==> src/rtl/osr_pkg.sv <==
package osr_pkg;

  typedef enum logic [2:0] {
    RX_IDLE,
    RX_START,
    RX_DATA,
    RX_PAR,
    RX_STOP
  } rx_state_t;

  localparam logic [1:0] PAR_NONE = 2'b00;
  localparam logic [1:0] PAR_EVEN = 2'b01;
  localparam logic [1:0] PAR_ODD  = 2'b10;

  // Right-justify the shifted-in bits: a 7-bit word sits in [7:1] after shifting.
  function automatic logic [7:0] align_word(input logic [7:0] shreg, input logic eight);
    align_word = eight ? shreg : {1'b0, shreg[7:1]};
  endfunction

  // Parity bit that the sender should have put on the line.
  function automatic logic parity_bit(input logic [7:0] word, input logic odd);
    parity_bit = (^word) ^ odd;
  endfunction

  function automatic logic parity_enabled(input logic [1:0] mode);
    parity_enabled = (mode == PAR_EVEN) || (mode == PAR_ODD);
  endfunction

endpackage

==> src/rtl/osr_tick_gen.sv <==
module osr_tick_gen #(
  parameter int DIV_W = 16
) (
  input  logic             clk,
  input  logic             rst_n,
  input  logic [DIV_W-1:0] div_val,
  output logic             tick
);

  logic [DIV_W-1:0] cnt;

  always_ff @(posedge clk or negedge rst_n) begin
    if (!rst_n) begin
      cnt  <= '0;
      tick <= 1'b0;
    end else if (cnt >= div_val) begin
      cnt  <= '0;
      tick <= 1'b1;
    end else begin
      cnt  <= cnt + 1'b1;
      tick <= 1'b0;
    end
  end

  // two ticks in a row only when the divider is zero
  a_r1_tick_spacing: assert property (@(posedge clk) disable iff (!rst_n)
    tick |=> (!tick || $past(div_val) == '0));

endmodule

==> src/rtl/osr_sync.sv <==
module osr_sync #(
  parameter int STAGES = 2
) (
  input  logic clk,
  input  logic rst_n,
  input  logic din,
  output logic dout
);

  logic [STAGES-1:0] chain;

  generate
    if (STAGES == 1) begin : g_single
      always_ff @(posedge clk or negedge rst_n) begin
        if (!rst_n) chain <= '1;
        else        chain <= din;
      end
    end else begin : g_multi
      always_ff @(posedge clk or negedge rst_n) begin
        if (!rst_n) chain <= '1;
        else        chain <= {chain[STAGES-2:0], din};
      end
    end
  endgenerate

  assign dout = chain[STAGES-1];

endmodule

==> src/rtl/osr_frame_core.sv <==
module osr_frame_core
  import osr_pkg::*;
#(
  parameter int OVS = 16
) (
  input  logic       clk,
  input  logic       rst_n,
  input  logic       tick,
  input  logic       line,
  input  logic       cfg_eight_bits,
  input  logic [1:0] cfg_parity,
  input  logic       rd_ack,
  input  logic       err_clear,
  output logic [7:0] rx_data,
  output logic       rx_strobe,
  output logic       err_parity,
  output logic       err_frame,
  output logic       err_overrun
);

  localparam int PH_W = $clog2(OVS);
  localparam logic [PH_W-1:0] PH_MID  = PH_W'(OVS / 2 - 1);
  localparam logic [PH_W-1:0] PH_LAST = PH_W'(OVS - 1);

  rx_state_t       state;
  logic [PH_W-1:0] phase;
  logic [2:0]      bit_idx;
  logic [7:0]      shreg;
  logic            par_seen;
  logic            line_prev;
  logic            pending;

  // Named internal events
  logic       start_seen, mid_hit, full_hit, glitch_reject, last_bit, par_on;
  logic       word_done, parity_bad, stop_bad, overrun_hit;
  logic [7:0] word_now;

  assign par_on        = parity_enabled(cfg_parity);
  assign start_seen    = tick && (state == RX_IDLE) && line_prev && !line;
  assign mid_hit       = tick && (phase == PH_MID);
  assign full_hit      = tick && (phase == PH_LAST);
  assign glitch_reject = (state == RX_START) && mid_hit && line;
  assign last_bit      = (bit_idx == (cfg_eight_bits ? 3'd7 : 3'd6));
  assign word_done     = (state == RX_STOP) && full_hit;
  assign word_now      = align_word(shreg, cfg_eight_bits);
  assign parity_bad    = par_on && (par_seen != parity_bit(word_now, cfg_parity == PAR_ODD));
  assign stop_bad      = !line;
  assign overrun_hit   = word_done && pending && !rd_ack;

  // Edge history, updated at tick rate
  always_ff @(posedge clk or negedge rst_n) begin
    if (!rst_n)    line_prev <= 1'b1;
    else if (tick) line_prev <= line;
  end

  // Frame sequencer
  always_ff @(posedge clk or negedge rst_n) begin
    if (!rst_n) begin
      state    <= RX_IDLE;
      phase    <= '0;
      bit_idx  <= '0;
      shreg    <= '0;
      par_seen <= 1'b0;
    end else begin
      case (state)
        RX_IDLE: begin
          if (start_seen) begin
            state <= RX_START;
            phase <= '0;
          end
        end
        RX_START: begin
          if (mid_hit) begin
            phase   <= '0;
            bit_idx <= '0;
            state   <= line ? RX_IDLE : RX_DATA;
          end else if (tick) begin
            phase <= phase + 1'b1;
          end
        end
        RX_DATA: begin
          if (full_hit) begin
            phase <= '0;
            shreg <= {line, shreg[7:1]};
            if (last_bit) state <= par_on ? RX_PAR : RX_STOP;
            else          bit_idx <= bit_idx + 1'b1;
          end else if (tick) begin
            phase <= phase + 1'b1;
          end
        end
        RX_PAR: begin
          if (full_hit) begin
            phase    <= '0;
            par_seen <= line;
            state    <= RX_STOP;
          end else if (tick) begin
            phase <= phase + 1'b1;
          end
        end
        RX_STOP: begin
          if (full_hit) begin
            phase <= '0;
            state <= RX_IDLE;
          end else if (tick) begin
            phase <= phase + 1'b1;
          end
        end
        default: state <= RX_IDLE;
      endcase
    end
  end

  // Word delivery and sticky flags (a new error wins over a clear)
  always_ff @(posedge clk or negedge rst_n) begin
    if (!rst_n) begin
      rx_data     <= '0;
      rx_strobe   <= 1'b0;
      pending     <= 1'b0;
      err_parity  <= 1'b0;
      err_frame   <= 1'b0;
      err_overrun <= 1'b0;
    end else begin
      rx_strobe <= word_done;
      if (word_done) rx_data <= word_now;
      if (word_done)   pending <= 1'b1;
      else if (rd_ack) pending <= 1'b0;
      err_parity  <= (err_parity  && !err_clear) || (word_done && parity_bad);
      err_frame   <= (err_frame   && !err_clear) || (word_done && stop_bad);
      err_overrun <= (err_overrun && !err_clear) || overrun_hit;
    end
  end

  // a strobe leaves the sequencer idle
  a_r6_strobe_ends_frame: assert property (@(posedge clk) disable iff (!rst_n)
    rx_strobe |-> state == RX_IDLE);
  // a rejected start produces no word
  a_r4_glitch_idle: assert property (@(posedge clk) disable iff (!rst_n)
    glitch_reject |=> (state == RX_IDLE && !rx_strobe));
  // parity flag only rises with a word
  a_r7_parity_with_word: assert property (@(posedge clk) disable iff (!rst_n)
    $rose(err_parity) |-> rx_strobe);
  // framing flag only rises with a word
  a_r8_frame_with_word: assert property (@(posedge clk) disable iff (!rst_n)
    $rose(err_frame) |-> rx_strobe);
  // overrun only rises with a word
  a_r9_overrun_with_word: assert property (@(posedge clk) disable iff (!rst_n)
    $rose(err_overrun) |-> rx_strobe);
  // a clear with no new word empties all flags
  a_r10_clear_works: assert property (@(posedge clk) disable iff (!rst_n)
    ($past(err_clear) && !rx_strobe) |-> (!err_parity && !err_frame && !err_overrun));

endmodule

==> src/rtl/oversampled_serial_rx.sv <==
module oversampled_serial_rx #(
  parameter int DIV_W     = 16,
  parameter int OVS       = 16,
  parameter int SYNC_DEPTH = 2
) (
  input  logic             clk,
  input  logic             rst_n,
  input  logic [DIV_W-1:0] div_val,
  input  logic             rx_line,
  input  logic             cfg_eight_bits,
  input  logic [1:0]       cfg_parity,
  input  logic             rd_ack,
  input  logic             err_clear,
  output logic [7:0]       rx_data,
  output logic             rx_strobe,
  output logic             err_parity,
  output logic             err_frame,
  output logic             err_overrun
);

  logic tick;
  logic line_sync;

  osr_tick_gen #(.DIV_W(DIV_W)) u_tick (
    .clk     (clk),
    .rst_n   (rst_n),
    .div_val (div_val),
    .tick    (tick)
  );

  osr_sync #(.STAGES(SYNC_DEPTH)) u_sync (
    .clk   (clk),
    .rst_n (rst_n),
    .din   (rx_line),
    .dout  (line_sync)
  );

  osr_frame_core #(.OVS(OVS)) u_core (
    .clk            (clk),
    .rst_n          (rst_n),
    .tick           (tick),
    .line           (line_sync),
    .cfg_eight_bits (cfg_eight_bits),
    .cfg_parity     (cfg_parity),
    .rd_ack         (rd_ack),
    .err_clear      (err_clear),
    .rx_data        (rx_data),
    .rx_strobe      (rx_strobe),
    .err_parity     (err_parity),
    .err_frame      (err_frame),
    .err_overrun    (err_overrun)
  );

endmodule

==> config.mk <==
export PLATFORM = sky130hd
export DESIGN_NAME = oversampled_serial_rx
export DESIGN_NICKNAME = d
export VERILOG_FILES = /design/src/rtl/osr_pkg.sv /design/src/rtl/osr_tick_gen.sv /design/src/rtl/osr_sync.sv /design/src/rtl/osr_frame_core.sv /design/src/rtl/oversampled_serial_rx.sv
export SDC_FILE = /design/constraint.sdc
export NUM_CORES = 1
export LEC_CHECK = 0
export ABC_AREA = 1
export BUFFER_PORTS_ARGS = -buffer_cell sky130_fd_sc_hd__buf_4
export CORE_ASPECT_RATIO = 1.25
export CORE_UTILIZATION = 60
export CTS_CLUSTER_SIZE = 10
export DETAILED_ROUTE_END_ITERATION = 16
export GPL_TIMING_DRIVEN = 0
export MAX_ROUTING_LAYER = met4
export PLACE_DENSITY = 0.93
export SETUP_SLACK_MARGIN = 0.2
export SYNTH_ARGS = -nofsm -noshare
export SYNTH_HDL_FRONTEND = slang
export SYNTH_HIERARCHICAL = 1
export SYNTH_SLANG_ARGS = --single-unit
==> constraint.sdc <==
create_clock -name clk -period 3.44 [get_ports clk]
set_input_delay 0.86 -clock clk [delete_from_list [all_inputs] [get_ports clk]]
set_output_delay 0.86 -clock clk [all_outputs]
set_load 0.01 [all_outputs]
# After elaboration in Yosys (flattened, before gate mapping)
# Cells that the tools add are included.
# word_totals
ff_bits,52
out_inout_bits,12
wordCells,93
# op_classes
addsub,3
order_cmp,1
n_eq_ne,17
mux,24
bitwise,1
reduce_logical,32
# op_table
op,count
$mux 3,10
$add 16x1->16 const B,1
$ge 16x16->1,1
$mux 16,1
$mux 4,4
$pmux 3 s5,1
$logic_and 1x1->1,14
$ne 2x1->1 const B,6
$pmux 4 s3,1
$mux 8,1
$reduce_xor 8->1,1
$eq 3x2->1 const B,2
$pmux 3 s2,1
$reduce_and 2->1,3
$reduce_and 6->1,1
$add 4x1->4 const B,1
$eq 4x3->1 const B,1
$eq 4x4->1 const B,1
$logic_or 1x1->1,4
$mux 1,4
$reduce_and 4->1,1
$reduce_bool 2->1,2
$add 3x1->3 const B,1
$eq 3x1->1 const B,1
12 further kinds,14

# Depth between registers and ports, before layout
# Gate-level depths: netlist of the first run.
# logic_depth
word_depth,7
ltp_mapped,13

# Hierarchy
# Netlist of the first run, hierarchy kept.
# by_module_without_submodules
mod,instances,cells_per_inst,area_each_um2,seq_area_each_um2
osr_frame_core,1,233,1844.3,827.0
osr_tick_gen,1,168,1278.7,425.4
osr_sync,1,2,52.6,52.6

# Least setup slack after synthesis of the first run
# Ideal clock, no wire load.
# synth_timing
kind,in2reg
start,input port div_val[11]
end,register u_tick.cnt[7]
setup_ns,0.071
arrival_time_ns,1.876
required_time_ns,3.369
path_slack_ns,1.492
cell_stages,8
path_buffers,1
cell_sequence,inv_1 ha_1 a21oi_1 o21ai_0 a21oi_1 nand2_2 buf_6 nor2_1
# synth_via
elab_chain_cells,2
# synth_lines
element,line_no,source
start: declaration,oversampled_serial_rx.sv:8,"input logic [DIV_W-1:0] div_val,"
$ge 16x16->1,osr_tick_gen.sv:16,end else if (cnt >= div_val) begin
$mux 16,osr_tick_gen.sv:16,
end signal: assignment,osr_tick_gen.sv:20,cnt <= cnt + 1'b1;
end: declaration,osr_tick_gen.sv:10,logic [DIV_W-1:0] cnt;
# No other way between the ends.
# A chain may end at the register's enable or synchronous reset.

# Worst setup path in the final report of the first run
# layout_timing
start,input port div_val[3]
end,register u_tick.cnt[7]
# Same word-level chain as after synthesis.

==> results of run 1 <==
cells by family after synthesis:
family | share of synthesized area
AOI/OAI and AO/OA | 0.1143
xor gates and xnor gates | 0.02758
adders and majority gates | 0.07880
buffers and inverters | 0.09299
DFF | 0.4110
and+or+nand+nor | 0.2754
sequential cells by signal (all words and copies together) (netlist names), 2 cells and up:
name and count:
u_core/bit_idx 3, u_core/phase 4, u_core/rx_data 8, u_core/shreg 8, u_core/state 3, u_sync/chain 2, u_tick/cnt 16
power groups by stage:
stage	sequential, mW	clock, mW	combinational, mW
finish	0.746	0.408	0.461
global route	0.753	0.436	0.533
CTS	0.744	0.414	0.464
detailed placement	0.756	0	0.460
global placement	0.750	0	0.437
floorplan	0.738	0	0.359
metal layers:
metal	GRT usage	routed length, um	vias up
met5	-	0	-
met4	0.09091	105	0
met3	0.03709	214	11
met2	0.4564	3368	51
met1	0.2670	2488	1267
li1	-	-	1346
how the worst min path moves through the flow:
stage / start / to / slack, ns / cells after the start
6_report: u_sync/chain[0]$_DFF_PN1_ / u_sync/chain[1]$_DFF_PN1_ / 0.36 / 0
5_1_grt: u_sync/chain[0]$_DFF_PN1_ / u_sync/chain[1]$_DFF_PN1_ / 0.36 / 0
4_1_cts: u_sync/chain[0]$_DFF_PN1_ / u_sync/chain[1]$_DFF_PN1_ / 0.36 / 0
3_5_place_dp: u_sync/chain[0]$_DFF_PN1_ / u_sync/chain[1]$_DFF_PN1_ / 0.35 / 0
3_3_place_gp: u_sync/chain[0]$_DFF_PN1_ / u_sync/chain[1]$_DFF_PN1_ / 0.35 / 0
2_1_floorplan: u_sync/chain[0]$_DFF_PN1_ / u_sync/chain[1]$_DFF_PN1_ / 0.35 / 0
final cells by class:
cell class	instances	area, sq um	share of cell area
Buffer	5	56.30	0.01557
Clock inverter	2	35.03	0.009689
Inverter	63	239.0	0.06609
Timing Repair Buffer	34	255.2	0.07059
Sequential cell	52	1305	0.3609
Multi-Input combinational cell	283	1575	0.4356
Tap cell	62	77.57	0.02145
Clock buffer	6	72.57	0.02007
synth_stat cells, types with 2 or more instances:
| master | count |
|---|---|
| nand2_1 | 109 |
| inv_1 | 58 |
| dfrtp_1 | 49 |
| nor2_1 | 39 |
| ha_1 | 20 |
| o21ai_0 | 19 |
| nand3_1 | 18 |
| a21oi_1 | 14 |
| o21ai_2 | 8 |
| xor2_1 | 8 |
| nand2_2 | 7 |
| buf_6 | 5 |
| nor3_1 | 5 |
| o21ai_1 | 5 |
| inv_2 | 4 |
| a31oi_1 | 3 |
| dfstp_2 | 3 |
| nor2_2 | 3 |
| nor2_4 | 3 |
| or2_2 | 3 |
| nand3_2 | 2 |
| nand4_1 | 2 |
| nor3_2 | 2 |
| o21a_1 | 2 |
| o31ai_2 | 2 |
| xnor2_1 | 2 |
per-stage QoR:
stage / total power [mW] / util
6_report: 1.615 / 0.7118
5_1_grt: 1.722 / 0.7118
4_1_cts: 1.622 / 0.7118
3_5_place_dp: 1.215 / 0.6906
3_3_place_gp: 1.188 / 0.6906
2_1_floorplan: 1.097 / -
worst max-delay path, cell delays in order:
cell and delay (ns):
buf_4 0.07, inv_1 0.03, ha_1 0.28, nand2_1 0.08
nor2_1 0.12, nor2_1 0.05, nand2_1 0.06, nand2_1 0.05
nand2_1 0.07, nand2_1 0.07, nand2_2 0.18, buf_6 0.18
nor2_1 0.05
==> flow_metrics.env, run 1 <==
export IMPL_htreeDepth=2
export IMPL_combinationalPowerShare=0.285
export IMPL_tns_ns=0
export IMPL_fin_crit_ns=1.946
export IMPL_maxSlewViolCount=0
export IMPL_first_iter_violations=115
export IMPL_ys_types=34
export IMPL_root_buffer="clkbuf_8"
export IMPL_num_rows=29
export IMPL_clk_pin_slew_ns=0.09
export IMPL_antenna_found_initial=0
export IMPL_post_cts_repair_setup_buffers=0
export IMPL_power_switching_mw=0.5563
export IMPL_coreArea_sq_um=5080
export IMPL_status="finished clean"
export IMPL_synth_flop_cell="dfrtp_1"
export IMPL_vdd_ir_drop_max_mv=0.4197
export IMPL_dr_total_vias=2675
export IMPL_layout_commonest_cell="nand2_1"
export IMPL_synth_edff_count=0
export IMPL_p_per_area_nw_per_um2=446.7
export IMPL_start_kind="primary input"
export IMPL_cp_arrival_ns=2.14
export IMPL_netlist_area_sq_um=3176
export IMPL_yosys_area_top_type="dfrtp_1"
export IMPL_area_growth_pct=13.87
export IMPL_dp_cells=499
export IMPL_cts_resized=0
export IMPL_dr_pass1_iters=4
export IMPL_wirelength_um=6177
export IMPL_cts_tree="done"
export IMPL_fin_skew_ns=0.007657
export IMPL_fillers=379
export IMPL_die_area_sq_um=5589
export IMPL_relSlewSlack=0.5766
export IMPL_final_cell_mix="nand2_1 (109), inv_1 (58), dfrtp_1 (49)"
export IMPL_first_global_vias=2620
export IMPL_hpwl_um=4616
export IMPL_synth_fp_nets=447
export IMPL_io_buffers=34
export IMPL_grt_pass1_wl_um=10740
export IMPL_fin_cells=507
export IMPL_synth_seq_cells=52
export IMPL_preCtsSetupSlack_ns=1.174
export IMPL_timing_rr_start="u_tick/cnt[3]$_DFF_PN0_"
export IMPL_grt_max_degree=53
export IMPL_clockPowerShare=0.253
export IMPL_place_area_sq_um=3508
export IMPL_internal_power_mw=1.059
export IMPL_worst_r2r_path_depth=11
export IMPL_hold_slack_ns=0.3602
export IMPL_worstMarginPinSlew_ns=0.6351
export IMPL_avgViaCountPerCell=5.276
export IMPL_hold_buffers=0
export IMPL_fmax_ghz=0.5138
export IMPL_fin_ws_ns=1.494
export IMPL_cts_buffer_depth=2
export IMPL_synthTopCellsByArea="dfrtp_1 (39%), nand2_1 (13%), ha_1 (7.9%)"
export IMPL_path_max_fanout=10
export IMPL_cp_startpoint="div_val[3]"
export IMPL_ios=36
export IMPL_critPathRequiredTime_ns=3.63
export IMPL_design_area_sq_um=3616
export IMPL_rrSetupSlack_ns=1.69
export IMPL_gp_congestion=0.8777
export IMPL_crit_path_end_kind="flop"
export IMPL_rsz0062_at_grt="false"
export IMPL_hold_path_class="reg2reg"
export IMPL_path_class="in2reg"
export IMPL_leakage_nw=1.842
export IMPL_drive_above_1_share=0.1978
export IMPL_cts_buffers=5
export IMPL_yosysWarnings=6
export IMPL_route_detailed_wl_per_inst_um=12.18
export IMPL_async_reset_ff_frac=1.000
export IMPL_syn_avg_cell_area_sq_um=7.880
export IMPL_die_x_um=67.07
export IMPL_track_usage=0.2524
export IMPL_p_seq_frac=0.462
export IMPL_globalRouteOverflowTotal=0
export IMPL_synth_cells=403
export IMPL_post_route_drc_count=0
export IMPL_diodes=0
export IMPL_worst_r2r_endpoint="u_tick/cnt[7]$_DFF_PN0_"
export IMPL_setup_violations=0
export IMPL_hold_viol_final=0
export IMPL_maxCapViolations=0
export IMPL_start_util=0.6251
export IMPL_switching_share=0.3444
export IMPL_synth_top_area_frac=0.3861
export IMPL_post_route_period_util=0.5658
export IMPL_ys_seq_area_frac=0.4110
export IMPL_cts_sinks=52
export IMPL_insertion_delay_ns=0.30
export IMPL_antenna_left=0
export IMPL_fp_dieH_um=83.34
export IMPL_nets=488
export IMPL_crit_path_end="u_tick/cnt[7]$_DFF_PN0_"
No activity file was read; power rests on OpenSTA's default activity.
==> run 2: changes to the inputs <==
--- a/config.mk
+++ b/config.mk
@@ -5,15 +5,15 @@
 export SDC_FILE = /design/constraint.sdc
 export NUM_CORES = 1
 export LEC_CHECK = 0
-export ABC_AREA = 1
+export ABC_AREA = 0
 export BUFFER_PORTS_ARGS = -buffer_cell sky130_fd_sc_hd__buf_4
 export CORE_ASPECT_RATIO = 1.25
-export CORE_UTILIZATION = 60
+export CORE_UTILIZATION = 53
 export CTS_CLUSTER_SIZE = 10
 export DETAILED_ROUTE_END_ITERATION = 16
 export GPL_TIMING_DRIVEN = 0
 export MAX_ROUTING_LAYER = met4
-export PLACE_DENSITY = 0.93
+export PLACE_DENSITY = 0.87
 export SETUP_SLACK_MARGIN = 0.2
 export SYNTH_ARGS = -nofsm -noshare
 export SYNTH_HDL_FRONTEND = slang
==> constraint.sdc (replaced) <==
create_clock -name clk -period 1.6 [get_ports clk]
set_input_delay 0.4 -clock clk [delete_from_list [all_inputs] [get_ports clk]]
set_output_delay 0.4 -clock clk [all_outputs]
set_load 0.01 [all_outputs]
==> flow_metrics.env, run 2 <==
export IMPL_status="finished with violations"
export IMPL_violations="negative setup slack"
export IMPL_fin_skew_ns=0.01642
export IMPL_hold_viol_final=0
export IMPL_synth_fp_nets=341
export IMPL_tns_ns=-6.969
export IMPL_async_reset_ff_frac=1.000
export IMPL_hold_slack_ns=0.08874
export IMPL_num_rows=30
export IMPL_path_class="reg2reg"
export IMPL_setup_violations=18
export IMPL_root_buffer="clkbuf_8"
export IMPL_clk_pin_slew_ns=0.11
export IMPL_syn_avg_cell_area_sq_um=10.36
export IMPL_synth_commonest_cells="dfrtp_1 (49), inv_1 (27), xnor2_1 (24)"
export IMPL_avgViaCountPerCell=5.910
export IMPL_path_max_fanout=7
export IMPL_die_x_um=70.15
export IMPL_maxCapViolations=0
export IMPL_yosysWarnings=6
export IMPL_antenna_left=0
export IMPL_design_area_sq_um=4343
export IMPL_worst_r2r_endpoint="u_tick/cnt[2]$_DFF_PN0_"
export IMPL_coreArea_sq_um=5518
export IMPL_synth_top_area_frac=0.3985
export IMPL_post_route_drc_count=0
export IMPL_wirelength_um=8353
export IMPL_synthTopCellsByArea="dfrtp_1 (40%), ha_1 (8.1%), xnor2_1 (6.8%)"
export IMPL_slowest_stage="or3_4"
export IMPL_start_kind="flop"
export IMPL_crit_buf_inv=1
export IMPL_drive_above_1_share=0.5013
export IMPL_hold_buffers=0
export IMPL_cts_buffers=5
export IMPL_maxSlewViolCount=0
export IMPL_post_route_period_util=1.261
export IMPL_final_cell_mix="buf_4 (69), dfrtp_1 (40), inv_1 (25)"
export IMPL_yosys_area_top_type="dfrtp_1"
export IMPL_crit_path_end_kind="flop"
export IMPL_first_global_vias=2630
export IMPL_synth_cells=297
export IMPL_rsz0062_at_grt="true"
export IMPL_globalRouteOverflowTotal=0
export IMPL_cts_tree="done"
export IMPL_preCtsSetupSlack_ns=-0.5638
export IMPL_die_area_sq_um=6116
export IMPL_start_util=0.5576
export IMPL_worst_r2r_path_depth=6
export IMPL_route_detailed_wl_per_inst_um=18.86
export IMPL_nets=422
export IMPL_first_iter_violations=108
export IMPL_diodes=0
export IMPL_ios=36
export IMPL_timing_rr_start="u_tick/cnt[10]$_DFF_PN0_"
export IMPL_max_stage_delay_ns=0.43
export IMPL_io_buffers=35
export IMPL_gp_congestion=0.8353
export IMPL_largest_register_ffs=16
export IMPL_dr_pass1_iters=4
export IMPL_hpwl_um=4374
export IMPL_cp_arrival_ns=2.21
export IMPL_fmax_ghz=0.4956
export IMPL_reg_top3="u_tick/cnt x16, u_core/rx_data x8, u_core/shreg x8"
export IMPL_grt_pass1_wl_um=12400
export IMPL_area_growth_pct=41.16
export IMPL_ys_seq_area_frac=0.4242
export IMPL_track_usage=0.2770
export IMPL_place_area_sq_um=3632
export IMPL_critPathRequiredTime_ns=1.79
export IMPL_regMostFlops="u_tick/cnt"
export IMPL_cp_top_family="simple AND/OR/NAND/NOR gates"
export IMPL_fin_crit_ns=2.018
export IMPL_ys_types=52
export IMPL_cts_buffer_depth=2
export IMPL_layout_commonest_cell="buf_4"
export IMPL_dr_total_vias=2618
export IMPL_netlist_area_sq_um=3077
export IMPL_relSlewSlack=0.5573
export IMPL_p_per_area_nw_per_um2=951.8
export IMPL_grt_max_degree=53
export IMPL_synth_edff_count=0
export IMPL_insertion_delay_ns=0.33
export IMPL_worstMarginPinSlew_ns=0.6640
export IMPL_path_cells="ha_1 > nand4_1 > or3_4 > o31ai_4 > buf_6 > nor4_1"
export IMPL_fin_ws_ns=-0.4179
export IMPL_yosysMostFrequentCell="dfrtp_1"
export IMPL_utilization=0.7871
export IMPL_synth_seq_cells=52
export IMPL_antenna_found_initial=0
export IMPL_vdd_ir_drop_max_mv=0.6632
export IMPL_cts_sinks=52
export IMPL_leakage_nw=1.878
export IMPL_synth_flop_cell="dfrtp_1"
export IMPL_htreeDepth=2
export IMPL_rrSetupSlack_ns=-0.42
export IMPL_hold_path_class="in2async"
export IMPL_fp_dieH_um=87.19
-- run 2: through the flow --
step | power (mW) | instances
2_1_floorplan | 2.573 | 297
3_3_place_gp | 2.791 | 396
3_5_place_dp | 2.848 | 396
4_1_cts | 3.924 | 432
5_1_grt | 4.355 | 443
6_report | 4.133 | 443
-- run 2: what timing repair did --
action                                  CTS  global route
endpoints found under the setup margin   48            48
resized for setup                        48            23
gates cloned                              3             0
setup buffers                            25            11
pin swaps                                24            11
-- run 2: logic make-up after synthesis --
family | synth area share
xor gates and xnor gates | 0.07971
DFF | 0.4242
adders and majority gates | 0.08133
muxes | 0.07401
and+or+nand+nor | 0.1830
AOI/OAI and AO/OA | 0.1000
buffers and inverters | 0.05775
-- run 2: how the worst max path moves through the flow --
stage                             start                 endpoint  slack, ns  cells past startpoint
2_1_floorplan  u_tick/cnt[11]$_DFF_PN0_  u_tick/cnt[0]$_DFF_PN0_      -0.27                      6
3_3_place_gp                div_val[10]  u_tick/cnt[0]$_DFF_PN0_      -0.50                      8
3_5_place_dp                div_val[10]  u_tick/cnt[7]$_DFF_PN0_      -0.56                      8
4_1_cts        u_tick/cnt[11]$_DFF_PN0_  u_tick/cnt[0]$_DFF_PN0_      -0.43                      6
5_1_grt        u_tick/cnt[10]$_DFF_PN0_  u_tick/cnt[3]$_DFF_PN0_      -0.46                      6
6_report       u_tick/cnt[10]$_DFF_PN0_  u_tick/cnt[2]$_DFF_PN0_      -0.42                      6
-- run 2: cell type report --
| type | instances | area, sq um |
|---|---|---|
| multi-input combinational | 205 | 2023 |
| sequential | 52 | 1316 |
| fill | 338 | 1175 |
| timing repair buffer | 74 | 590.6 |
| buffer | 13 | 127.6 |
| inverter | 27 | 108.9 |
| tap | 64 | 80.08 |
| clock buffer | 5 | 68.82 |
| clock inverter | 3 | 27.53 |
-- run 2: metal layers --
| metal | up-vias | global-route usage | part of all wire |
|---|---|---|---|
| li1 | 1209 | - | - |
| met1 | 1302 | 0.2789 | 0.37 |
| met2 | 90 | 0.5157 | 0.57 |
| met3 | 17 | 0.04167 | 0.036 |
| met4 | 0 | 0.1455 | 0.024 |
| met5 | - | - | 0 |
-- run 2: worst register-to-register path: stages, from the launching register on --
cell and delay [ns]:
dfrtp_1 0.41, ha_1 0.31, nand4_1 0.17, or3_4 0.43
o31ai_4 0.32, buf_6 0.19, nor4_1 0.05
-- run 2: power breakdown --
part	internal [mW]	switching [mW]	leakage (nW)
combinational	0.831	0.770	1.20
sequential	1.51	0.210	0.636
clock	0.322	0.495	0.0463
total	2.66	1.48	1.88
==> run 3: changes to the inputs <==
--- a/config.mk
+++ b/config.mk
@@ -7,15 +7,16 @@
 export LEC_CHECK = 0
 export ABC_AREA = 0
 export BUFFER_PORTS_ARGS = -buffer_cell sky130_fd_sc_hd__buf_4
+export CAP_MARGIN = 25
 export CORE_ASPECT_RATIO = 1.25
-export CORE_UTILIZATION = 53
+export CORE_MARGIN = 2
+export CORE_UTILIZATION = 52
 export CTS_CLUSTER_SIZE = 10
 export DETAILED_ROUTE_END_ITERATION = 16
 export GPL_TIMING_DRIVEN = 0
 export MAX_ROUTING_LAYER = met4
-export PLACE_DENSITY = 0.87
+export PLACE_DENSITY = 0.86
 export SETUP_SLACK_MARGIN = 0.2
 export SYNTH_ARGS = -nofsm -noshare
 export SYNTH_HDL_FRONTEND = slang
-export SYNTH_HIERARCHICAL = 1
 export SYNTH_SLANG_ARGS = --single-unit
==> flow_metrics.env, run 3 <==
export IMPL_dp_cells=382
export IMPL_cp_arrival_ns=2.18
export IMPL_dr_pass1_iters=4
export IMPL_rrSetupSlack_ns=-0.35
export IMPL_clk_pin_slew_ns=0.10
export IMPL_grt_busiest_layer="met2"
export IMPL_crit_path_end="u_tick.cnt[4]$_DFF_PN0_"
export IMPL_path_max_fanout=7
export IMPL_timing_rr_start="u_tick.cnt[4]$_DFF_PN0_"
export IMPL_cts_sinks=52
export IMPL_start_util=0.5389
export IMPL_num_rows=30
export IMPL_synth_fp_nets=328
export IMPL_yosysWarnings=0
export IMPL_area_growth_pct=43.43
export IMPL_leakage_nw=1.957
export IMPL_start_kind="flop"
export IMPL_fin_cells=426
export IMPL_fp_dieH_um=87.68
export IMPL_netlist_area_sq_um=2913
export IMPL_crit_path_end_kind="flop"
export IMPL_insertion_delay_ns=0.31
export IMPL_hold_path_class="in2async"
export IMPL_post_route_drc_count=0
export IMPL_tns_ns=-6.689
export IMPL_synth_edff_count=0
export IMPL_max_stage_delay_ns=0.47
export IMPL_worst_r2r_endpoint="u_tick.cnt[4]$_DFF_PN0_"
export IMPL_slowest_stage="a221o_2"
export IMPL_preCtsSetupSlack_ns=-0.5120
export IMPL_synth_flop_cell="dfrtp_1"
export IMPL_globalRouteOverflowTotal=0
export IMPL_rsz0062_at_grt="true"
export IMPL_regMostFlops="u_tick.cnt"
export IMPL_maxCapViolations=0
export IMPL_yosys_area_top_type="dfrtp_1"
export IMPL_track_usage=0.2529
export IMPL_synth_top_area_frac=0.4210
export IMPL_nets=405
export IMPL_grt_use_met3=0.04488
export IMPL_antenna_left=0
export IMPL_ios=36
export IMPL_root_buffer="clkbuf_8"
export IMPL_cts_buffer_depth=2
export IMPL_utilization=0.7729
export IMPL_synth_cells=284
export IMPL_worstMarginPinSlew_ns=0.6639
export IMPL_die_area_sq_um=6220
export IMPL_maxSlewViolCount=0
export IMPL_fmax_ghz=0.5130
export IMPL_ys_seq_area_frac=0.4480
export IMPL_dr_total_vias=2495
export IMPL_antenna_found_initial=0
export IMPL_first_iter_violations=218
export IMPL_vdd_ir_drop_max_mv=0.7198
export IMPL_path_class="reg2reg"
export IMPL_critPathRequiredTime_ns=1.83
export IMPL_hold_viol_final=0
export IMPL_relSlewSlack=0.5574
export IMPL_path_cells="ha_4 > a21o_1 > a21oi_1 > o21ai_2 > a221o_2 > buf_4 > nor3_1"
export IMPL_cp_startpoint="u_tick.cnt[4]$_DFF_PN0_"
export IMPL_syn_avg_cell_area_sq_um=10.26
export IMPL_synth_seq_cells=52
export IMPL_fin_crit_ns=1.949
export IMPL_async_reset_ff_frac=1.000
export IMPL_hpwl_um=4262
export IMPL_yosysMostFrequentCell="dfrtp_1"
export IMPL_synthTopCellsByArea="dfrtp_1 (42%), ha_1 (8.6%), mux2_2 (4.3%)"
export IMPL_groute_layer_met2_usage=0.4690
export IMPL_p_per_area_nw_per_um2=1092
export IMPL_setup_violations=30
export IMPL_drive_above_1_share=0.4890
export IMPL_coreArea_sq_um=5405
export IMPL_design_area_sq_um=4178
export IMPL_largest_register_ffs=16
export IMPL_cts_buffers=5
export IMPL_fillers=329
export IMPL_fin_skew_ns=0.01125
export IMPL_place_area_sq_um=3442
export IMPL_grt_max_degree=53
export IMPL_io_buffers=34
export IMPL_ys_types=48
export IMPL_wirelength_um=7692
export IMPL_grt_pass1_wl_um=12020
export IMPL_final_cell_mix="buf_4 (59), dfrtp_1 (43), inv_1 (21)"
export IMPL_grt_util_met1=0.2766
export IMPL_route_detailed_wl_per_inst_um=18.06
export IMPL_synth_commonest_cells="dfrtp_1 (49), inv_1 (24), nand2_1 (23)"
export IMPL_layout_commonest_cell="buf_4"
export IMPL_violations="negative setup slack"
export IMPL_post_route_period_util=1.218
export IMPL_gp_congestion=0.7668
export IMPL_status="finished with violations"
export IMPL_htreeDepth=2
export IMPL_diodes=0
export IMPL_worst_r2r_path_depth=7
export IMPL_die_x_um=70.94
export IMPL_fin_ws_ns=-0.3493
export IMPL_avgViaCountPerCell=5.857
export IMPL_reg_top3="u_tick.cnt x16, u_core.rx_data x8, u_core.shreg x8"
export IMPL_first_global_vias=2567
export IMPL_cts_tree="done"
-- run 3: cell types whose count changed in the layout (fill, tap and decap cells not counted), sizes merged, moves of 9 or more --
cell   before  now
buf        86   76
nor3        4   18
nor4       19    1
xnor2      24   11
xor2        4   13
-- run 3: worst max-delay path: cells and delay by family (launching register included) --
kind	cells	cell delay, ns
compound gates	4	0.92
flops	1	0.43
fa+ha+maj	1	0.23
buf+inv	1	0.18
simple gates	1	0.12
-- run 3: layout make-up --
type	count	area (sq um)	share of cell area
clock buffers	5	68.82	0.01647
inverters	24	97.59	0.02336
flip-flops and latches	52	1313	0.3142
plain buffers	10	126.4	0.03025
repair buffers	69	566.8	0.1357
well taps	64	80.08	0.01917
multi-input cells	199	1907	0.4564
clock inverters	3	18.77	0.004492
-- run 3: through the flow --
| step | hold WS [ns] | total power [mW] |
|---|---|---|
| finish | 0.1098 | 4.563 |
| global route | 0.1620 | 4.816 |
| CTS | 0.1280 | 4.247 |
| detailed placement | 0.3468 | 3.017 |
| global placement | 0.3459 | 2.941 |
| floorplan | 0.1044 | 2.701 |
-- run 3: cells by family (layout without fill, tap and decap cells) --
| family | count (synthesis) | after routing | synth area share |
|---|---|---|---|
| AND/OR/NAND/NOR | 92 | 92 | 0.1731 |
| flip-flops | 52 | 52 | 0.4480 |
| AO/OA/AOI/OAI | 42 | 43 | 0.09451 |
| buffers and inverters | 34 | 111 | 0.05112 |
| XOR/XNOR | 24 | 24 | 0.07216 |
| adder cells (fa/ha/maj) | 20 | 20 | 0.08591 |
| multiplexers | 20 | 20 | 0.07517 |
-- run 3: where the power goes --
group	total [mW]	internal, mW	switching [mW]	leakage [nW]
clock network	0.748	0.306	0.442	0.0479
logic	2.10	1.08	1.02	1.27
registers	1.72	1.51	0.200	0.641
-- run 3: timing repair --
item                                   in CTS  in global routing
endpoints found under the hold margin       0                  0
pin swaps                                  21                 11
hold buffers                                0                  0
setup endpoints to repair                  48                 49
setup buffers                              24                  8
cloned                                      4                  0
gates resized for setup                    61                 41
-- run 3: worst min-delay path by stage --
stage	startpoint	endpoint	slack, ns	cells past startpoint
final	rst_n	u_core.rx_data[2]$_DFFE_PN0N_	0.11	1
after floorplan	rst_n	u_core.bit_idx[0]$_DFFE_PN0P_	0.10	0
after detailed placement	u_sync.chain[0]$_DFF_PN1_	u_sync.chain[1]$_DFF_PN1_	0.35	0
after global placement	u_sync.chain[0]$_DFF_PN1_	u_sync.chain[1]$_DFF_PN1_	0.35	0
after CTS	rst_n	u_core.rx_data[2]$_DFFE_PN0N_	0.13	1
after global routing	rst_n	u_core.rx_data[2]$_DFFE_PN0N_	0.16	1
-- run 3: per-layer routing --
layer	vias to the layer above	routed length [um]
met1	1259	2954
met5	-	0
met2	63	4340
li1	1157	-
met3	16	253
met4	0	144
